### src/rtl/ecc_word_pkg.sv
package ecc_word_pkg;

  localparam int MAXW = 256;

  // number of Hamming bits p with 2^p >= dw + p + 1
  function automatic int hamming_bits(int dw);
    int p;
    p = 1;
    while ((1 << p) < dw + p + 1) p++;
    return p;
  endfunction

  // codeword position (1-based) of data bit j, skipping powers of two
  function automatic int data_pos(int j);
    int cnt;
    cnt = 0;
    for (int q = 1; q < 4096; q++) begin
      if ((q & (q - 1)) != 0) begin
        if (cnt == j) return q;
        cnt++;
      end
    end
    return 0;
  endfunction

  // data bits covered by Hamming bit i
  function automatic logic [MAXW-1:0] check_mask(int i, int dw);
    logic [MAXW-1:0] m;
    m = '0;
    for (int j = 0; j < dw; j++)
      if (((data_pos(j) >> i) & 1) == 1) m[j] = 1'b1;
    return m;
  endfunction

endpackage

### src/rtl/ecc_word_enc.sv
module ecc_word_enc
  import ecc_word_pkg::*;
#(
  parameter  int DATA_W = 64,
  localparam int HAM_W  = hamming_bits(DATA_W),
  localparam int CHK_W  = HAM_W + 1
) (
  input  logic [DATA_W-1:0] data,
  output logic [CHK_W-1:0]  chk
);

  logic [HAM_W-1:0] ham;

  for (genvar i = 0; i < HAM_W; i++) begin : g_ham
    localparam logic [MAXW-1:0] COVER = check_mask(i, DATA_W);
    assign ham[i] = ^(data & COVER[DATA_W-1:0]);
  end

  assign chk = {^{data, ham}, ham};

endmodule

### src/rtl/ecc_word_dec.sv
module ecc_word_dec
  import ecc_word_pkg::*;
#(
  parameter  int DATA_W = 64,
  localparam int HAM_W  = hamming_bits(DATA_W),
  localparam int CHK_W  = HAM_W + 1
) (
  input  logic [DATA_W-1:0] data,
  input  logic [CHK_W-1:0]  chk,
  output logic [DATA_W-1:0] corr,
  output logic              sec,
  output logic              ded
);

  localparam int               CODE_N   = DATA_W + HAM_W;
  localparam logic [HAM_W-1:0] CODE_TOP = HAM_W'(CODE_N);

  logic [CHK_W-1:0] chk_re;
  logic [HAM_W-1:0] syn;
  logic             par_err;
  logic             in_range;

  ecc_word_enc #(.DATA_W(DATA_W)) u_reenc (
    .data (data),
    .chk  (chk_re)
  );

  assign syn      = chk[HAM_W-1:0] ^ chk_re[HAM_W-1:0];
  // total parity over data, Hamming bits and stored overall bit
  assign par_err  = chk[HAM_W] ^ chk_re[HAM_W] ^ (^syn);
  assign in_range = (syn <= CODE_TOP);

  for (genvar j = 0; j < DATA_W; j++) begin : g_fix
    localparam int POS = data_pos(j);
    assign corr[j] = data[j] ^ (par_err & (syn == HAM_W'(POS)));
  end

  assign sec = par_err & in_range;
  assign ded = (~par_err & (syn != '0)) | (par_err & ~in_range);

endmodule

### src/rtl/ecc_word_mem.sv
module ecc_word_mem #(
  parameter  int WORD_W = 72,
  parameter  int ADDR_W = 4,
  localparam int DEPTH  = 1 << ADDR_W
) (
  input  logic              clk,
  input  logic              rd_en,
  input  logic              wr_en,
  input  logic [ADDR_W-1:0] addr,
  input  logic [WORD_W-1:0] wdata,
  output logic [WORD_W-1:0] rdata
);

  logic [WORD_W-1:0] mem [DEPTH];

  always_ff @(posedge clk) begin
    if (wr_en) mem[addr] <= wdata;
    if (rd_en) rdata <= mem[addr];
  end

endmodule

### src/rtl/ecc_word_ram.sv
module ecc_word_ram
  import ecc_word_pkg::*;
#(
  parameter  int DATA_W = 64,
  parameter  int ADDR_W = 4,
  localparam int BYTES  = DATA_W / 8
) (
  input  logic              clk,
  input  logic              rst_n,
  input  logic              req_valid,
  output logic              req_ready,
  input  logic              req_write,
  input  logic [ADDR_W-1:0] req_addr,
  input  logic [BYTES-1:0]  req_be,
  input  logic [DATA_W-1:0] req_wdata,
  output logic              rsp_valid,
  output logic [DATA_W-1:0] rsp_rdata,
  output logic              rsp_sec,
  output logic              rsp_ded
);

  localparam int HAM_W  = hamming_bits(DATA_W);
  localparam int CHK_W  = HAM_W + 1;
  localparam int WORD_W = DATA_W + CHK_W;

  typedef enum logic {ST_IDLE, ST_BUSY} seq_state_e;

  logic [1:0]        rst_sync_q;
  logic              rst_int_n;
  seq_state_e        state_q, state_d;
  logic [ADDR_W-1:0] addr_q;
  logic [BYTES-1:0]  be_q;
  logic [DATA_W-1:0] wdata_q;
  logic              op_wr_q;

  logic              accept, full_wr, start_busy, busy;
  logic              ram_rd, ram_wr;
  logic [ADDR_W-1:0] ram_addr;
  logic [WORD_W-1:0] ram_wdata, ram_q;
  logic [DATA_W-1:0] enc_in, corr_data, merged;
  logic [CHK_W-1:0]  enc_chk;
  logic              dec_sec, dec_ded;

  // reset: asserted at once, released after two clock edges
  always_ff @(posedge clk or negedge rst_n) begin
    if (!rst_n) rst_sync_q <= 2'b00;
    else        rst_sync_q <= {rst_sync_q[0], 1'b1};
  end
  assign rst_int_n = rst_sync_q[1];

  assign busy       = (state_q == ST_BUSY);
  assign req_ready  = ~busy;
  assign accept     = req_valid & req_ready;
  assign full_wr    = accept & req_write & (&req_be);
  assign start_busy = accept & ~full_wr;

  always_comb begin
    state_d = state_q;
    case (state_q)
      ST_IDLE: if (start_busy) state_d = ST_BUSY;
      ST_BUSY: state_d = ST_IDLE;
      default: state_d = ST_IDLE;
    endcase
  end

  always_ff @(posedge clk or negedge rst_int_n) begin
    if (!rst_int_n) begin
      state_q <= ST_IDLE;
      addr_q  <= '0;
      be_q    <= '0;
      wdata_q <= '0;
      op_wr_q <= 1'b0;
    end else begin
      state_q <= state_d;
      if (start_busy) begin
        addr_q  <= req_addr;
        be_q    <= req_be;
        wdata_q <= req_wdata;
        op_wr_q <= req_write;
      end
    end
  end

  // old word after correction, merged with the enabled new bytes
  for (genvar b = 0; b < BYTES; b++) begin : g_merge
    assign merged[8*b +: 8] = be_q[b] ? wdata_q[8*b +: 8] : corr_data[8*b +: 8];
  end

  assign enc_in    = busy ? merged : req_wdata;
  assign ram_addr  = busy ? addr_q : req_addr;
  assign ram_rd    = start_busy;
  assign ram_wr    = full_wr | (busy & op_wr_q & ~dec_ded);
  assign ram_wdata = {enc_chk, enc_in};

  ecc_word_enc #(.DATA_W(DATA_W)) u_enc (
    .data (enc_in),
    .chk  (enc_chk)
  );

  ecc_word_mem #(.WORD_W(WORD_W), .ADDR_W(ADDR_W)) u_ram (
    .clk   (clk),
    .rd_en (ram_rd),
    .wr_en (ram_wr),
    .addr  (ram_addr),
    .wdata (ram_wdata),
    .rdata (ram_q)
  );

  ecc_word_dec #(.DATA_W(DATA_W)) u_dec (
    .data (ram_q[DATA_W-1:0]),
    .chk  (ram_q[WORD_W-1:DATA_W]),
    .corr (corr_data),
    .sec  (dec_sec),
    .ded  (dec_ded)
  );

  assign rsp_valid = busy;
  assign rsp_rdata = corr_data;
  assign rsp_sec   = busy & dec_sec;
  assign rsp_ded   = busy & dec_ded;

endmodule

### config.mk
export PLATFORM = sky130hd
export DESIGN_NAME = ecc_word_ram
export DESIGN_NICKNAME = d
export VERILOG_FILES = /design/src/rtl/ecc_word_pkg.sv /design/src/rtl/ecc_word_enc.sv /design/src/rtl/ecc_word_dec.sv /design/src/rtl/ecc_word_mem.sv /design/src/rtl/ecc_word_ram.sv
export SDC_FILE = /design/constraint.sdc
export NUM_CORES = 2
export LEC_CHECK = 0
export BUFFER_PORTS_ARGS = -buffer_cell sky130_fd_sc_hd__buf_4
export CAP_MARGIN = 10
export CELL_PAD_IN_SITES_DETAIL_PLACEMENT = 0
export CELL_PAD_IN_SITES_GLOBAL_PLACEMENT = 1
export CORE_ASPECT_RATIO = 1.25
export CORE_MARGIN = 5
export CORE_UTILIZATION = 30
export CTS_BUF_LIST = sky130_fd_sc_hd__clkbuf_4 sky130_fd_sc_hd__clkbuf_8 sky130_fd_sc_hd__clkbuf_16
export CTS_CLUSTER_SIZE = 16
export DETAILED_ROUTE_END_ITERATION = 6
export GPL_TIMING_DRIVEN = 0
export HOLD_SLACK_MARGIN = 0.02
export PLACE_DENSITY_LB_ADDON = 0.15
export SLEW_MARGIN = 20
export SYNTH_ARGS = -nofsm -noshare
export SYNTH_HDL_FRONTEND = slang
export SYNTH_HIERARCHICAL = 1
export SYNTH_SLANG_ARGS = --single-unit
### constraint.sdc
create_clock -name clk -period 4.45 [get_ports clk]
set_input_delay 0.2225 -clock clk [delete_from_list [all_inputs] [get_ports clk]]
set_output_delay 0.2225 -clock clk [all_outputs]
set_load 0.02 [all_outputs]
==> flow_metrics.env <==
export IMPL_grt_pass1_vias=32600
export IMPL_synth_area_leader_cell="edfxtp_1"
export IMPL_cp_cell_sequence="xnor2_1 -> xnor2_1 -> xnor3_2 -> xor3_2 -> xor2_4 -> inv_6 -> ha_4 -> xnor3_2 -> xor2_4 -> buf_12 -> buf_12 -> nor4_2 -> xor2_2 -> buf_4 -> mux2i_1 -> a21oi_4 -> xnor2_1 -> xnor2_2 -> xnor3_1 -> xor3_2 -> xnor3_2 -> xnor3_2"
export IMPL_ys_warn_count=6
export IMPL_io_buffers=146
export IMPL_async_flop_share_pct=6.13
export IMPL_fp_row_count=175
export IMPL_crit_arrival_ns=7.64
export IMPL_wl_per_cell_um=30.7
export IMPL_dieArea_um2=192000
export IMPL_slew_limit_headroom_pct=22.3
export IMPL_clkLatencyLatePin_ns=0.79
export IMPL_synth_nets=3005
export IMPL_nFillCells=16600
export IMPL_path_class="reg2reg"
export IMPL_max_stage_delay_ns=0.52
export IMPL_cts_made_buffers=142
export IMPL_die_width_um=393
export IMPL_maxCapViolCount=0
export IMPL_area_growth_pct=30.8
export IMPL_fmax_ghz=0.140
export IMPL_critPathSlowestCell="xnor3_2"
export IMPL_fin_nets=3734
export IMPL_numClockSinks=1304
export IMPL_finalWirelength_mm=189
export IMPL_synthFlopType="edfxtp_1"
export IMPL_clockBufferDepth=3
export IMPL_crit_buf_inv=4
export IMPL_firstDrtPassIters=5
export IMPL_end_kind="flop"
export IMPL_slew_viol_final=0
export IMPL_crit_family="XOR/XNOR gates"
export IMPL_syn_inst=2922
export IMPL_place_hpwl_mm=131
export IMPL_setup_violations=2442
export IMPL_yosysUniqueCellTypes=57
export IMPL_synth_seq_cells=1304
export IMPL_drt_iter0_drc=3227
export IMPL_drc=0
export IMPL_synth_common_cells="edfxtp_1, nand2_1, mux4_2, xnor2_1, a22oi_1"
export IMPL_start_kind="flop"
export IMPL_grt_max_degree=44
export IMPL_worst_slew_pin_slew_ns=1.17
export IMPL_fin_worst_skew_ns=0.0291
export IMPL_hold_viol=0
export IMPL_yosysSeqAreaShare_pct=70.5
export IMPL_cts_tree="yes"
export IMPL_num_vias=31800
export IMPL_drive_above_1_share_pct=39.5
export IMPL_setup_slack_ns=-2.71
export IMPL_synth_top_area_share_pct=66.9
export IMPL_syn_area_per_cell_um2=18.8
export IMPL_htreeDepth=4
export IMPL_synth_most_common_cell="edfxtp_1"
export IMPL_die_y_um=489
export IMPL_ios=148
export IMPL_track_usage_pct=19.6
export IMPL_grt_pass1_wl_mm=262
export IMPL_routed_via_density=5.16
export IMPL_crit_top_cell="xnor3_2"
export IMPL_initial_core_util_pct=30.2
export IMPL_worstPathRequired_ns=4.94
export IMPL_min_period_ns=7.16
export IMPL_synth_area_leaders="edfxtp_1, mux4_2, dfrtp_1, xnor2_1, nand2_1"
export IMPL_root_buffer="clkbuf_16"
export IMPL_hold_path_class="in2reg"
export IMPL_grt_ovfl_total=0
export IMPL_antenna_found_initial=9
export IMPL_core_area_um2=182000
export IMPL_drtAntennaViolNets=0
export IMPL_rsz0062_at_grt="true"
export IMPL_period_share_pct=161
export IMPL_routabilityCongestion=0.847
export IMPL_status="finished, violations left"
export IMPL_crit_fanout=8
export IMPL_violations="negative setup slack"
export IMPL_clk_pin_slew_ns=0.06
export IMPL_synth_edf_count=1224
export IMPL_finalSetupTns_ns=-2393.26
export IMPL_synth_area_um2=55000
==> layout make-up <==
type	instances	area (µm²)	share of cell area [%]
clock buffer	183	4000	5.56
clock inverter	71	708	0.985
inverter	7	41.3	0.0574
multi-input combinational	1439	18200	25.4
sequential	1304	38800	53.9
timing repair buffer	584	6220	8.65
tap	2389	2990	4.16
antenna	2	5.00	0.00696
buffer	173	968	1.35
==> layout by cell type, fill, tap and decap left out, types with 19 or more instances in the layout <==
master	instances
dfrtp_1	79
clkinv_2	24
xnor2_2	62
nand2_1	304
xor2_2	37
buf_1	29
mux4_2	288
xor2_4	19
buf_6	32
nor2_1	67
clkbuf_1	57
buf_4	379
xnor2_4	35
o221ai_1	55
clkinv_1	23
buf_12	85
buf_8	24
clkbuf_4	34
xnor3_2	22
xor2_1	22
mux2i_1	45
edfxtp_1	1224
xnor3_1	20
buf_2	43
a21oi_4	63
buf_16	19
o221ai_2	20
dlygate4sd3_1	78
clkbuf_16	151
a22oi_1	144
xnor2_1	70
==> worst paths after layout <==
kind / startpoint / endpoint / slack [ns] / depth (start not counted)
worst max-delay path: u_ram/rdata[16] / u_ram/mem[9][71] / -2.71 / 22
worst min-delay path: req_wdata[11] / wdata_q[11] / 0.12 / 3
worst max register to register: u_ram/rdata[16] / u_ram/mem[9][71] / -2.71 / 22
worst min register to register: rst_sync_q[0] / rst_sync_q[1] / 0.37 / 0
max in group asynchronous: rst_sync_q[1] / wdata_q[11] / 3.34 / 1
min in group asynchronous: rst_n / rst_sync_q[0] / 0.32 / 3
==> kinds of logic (layout without fill, tap and decap cells) <==
family          after synthesis  count (layout)  share of synthesized area [%]
flops                      1304            1304                           70.5
mux                         356             356                           13.0
buf+inv                     180            1018                           1.72
other cells                   1               3                        0.00682
fa+ha+maj                     3               3                         0.0683
compound gates              290             290                           4.07
simple gates                490             490                           4.16
xor+xnor                    298             299                           6.44
==> flip-flops by register name (all words and copies together) (netlist names) <==
name and cells:
wdata_q 64, u_ram/mem 1152, op_wr_q 1, rst_sync_q 2
rsp_valid 1, addr_q 4, be_q 8, u_ram/rdata 72
==> repair_timing <==
| item | CTS | global route |
|---|---|---|
| hold buffers | 78 | 0 |
| endpoints found under the setup margin | 2442 | 2442 |
| buffers inserted | 205 | 59 |
| gates resized for setup | 219 | 68 |
| endpoints found under the hold margin | 140 | 0 |
| pin swaps | 134 | 46 |
| cloned | 2 | 3 |
==> worst min-delay path: stages <==
cell and delay, ns:
buf_4 0.12, nand2_1 0.33, o221ai_1 0.16
==> metrics by stage <==
stage / cells / utilization (%) / hold WS, ns / worst slack, ns / area (µm²)
6_report: 6152 / 39.5 / 0.124 / -2.71 / 71900
5_1_grt: 6151 / 39.5 / 0.125 / -2.83 / 71900
4_1_cts: 6088 / 38.9 / 0.0581 / -2.73 / 70900
3_5_place_dp: 5549 / 34.0 / 0.00950 / -4.21 / 62000
3_3_place_gp: 5457 / 33.0 / 0.00542 / -5.33 / 60200
2_1_floorplan: 2922 / - / -0.0731 / -2.13 / 56100
==> routing by layer <==
| layer | vias to the layer above | part of all wire (%) | track usage (%) |
|---|---|---|---|
| met5 | - | 0 | 0 |
| met4 | 0 | 1.8 | 4.15 |
| met3 | 178 | 6.9 | 4.30 |
| met2 | 1192 | 47 | 30.9 |
| met1 | 17200 | 45 | 28.0 |
| li1 | 13200 | - | - |
Power is not shown: default switching activity piles up to over one toggle a cycle in this logic, so the estimate is an artifact.
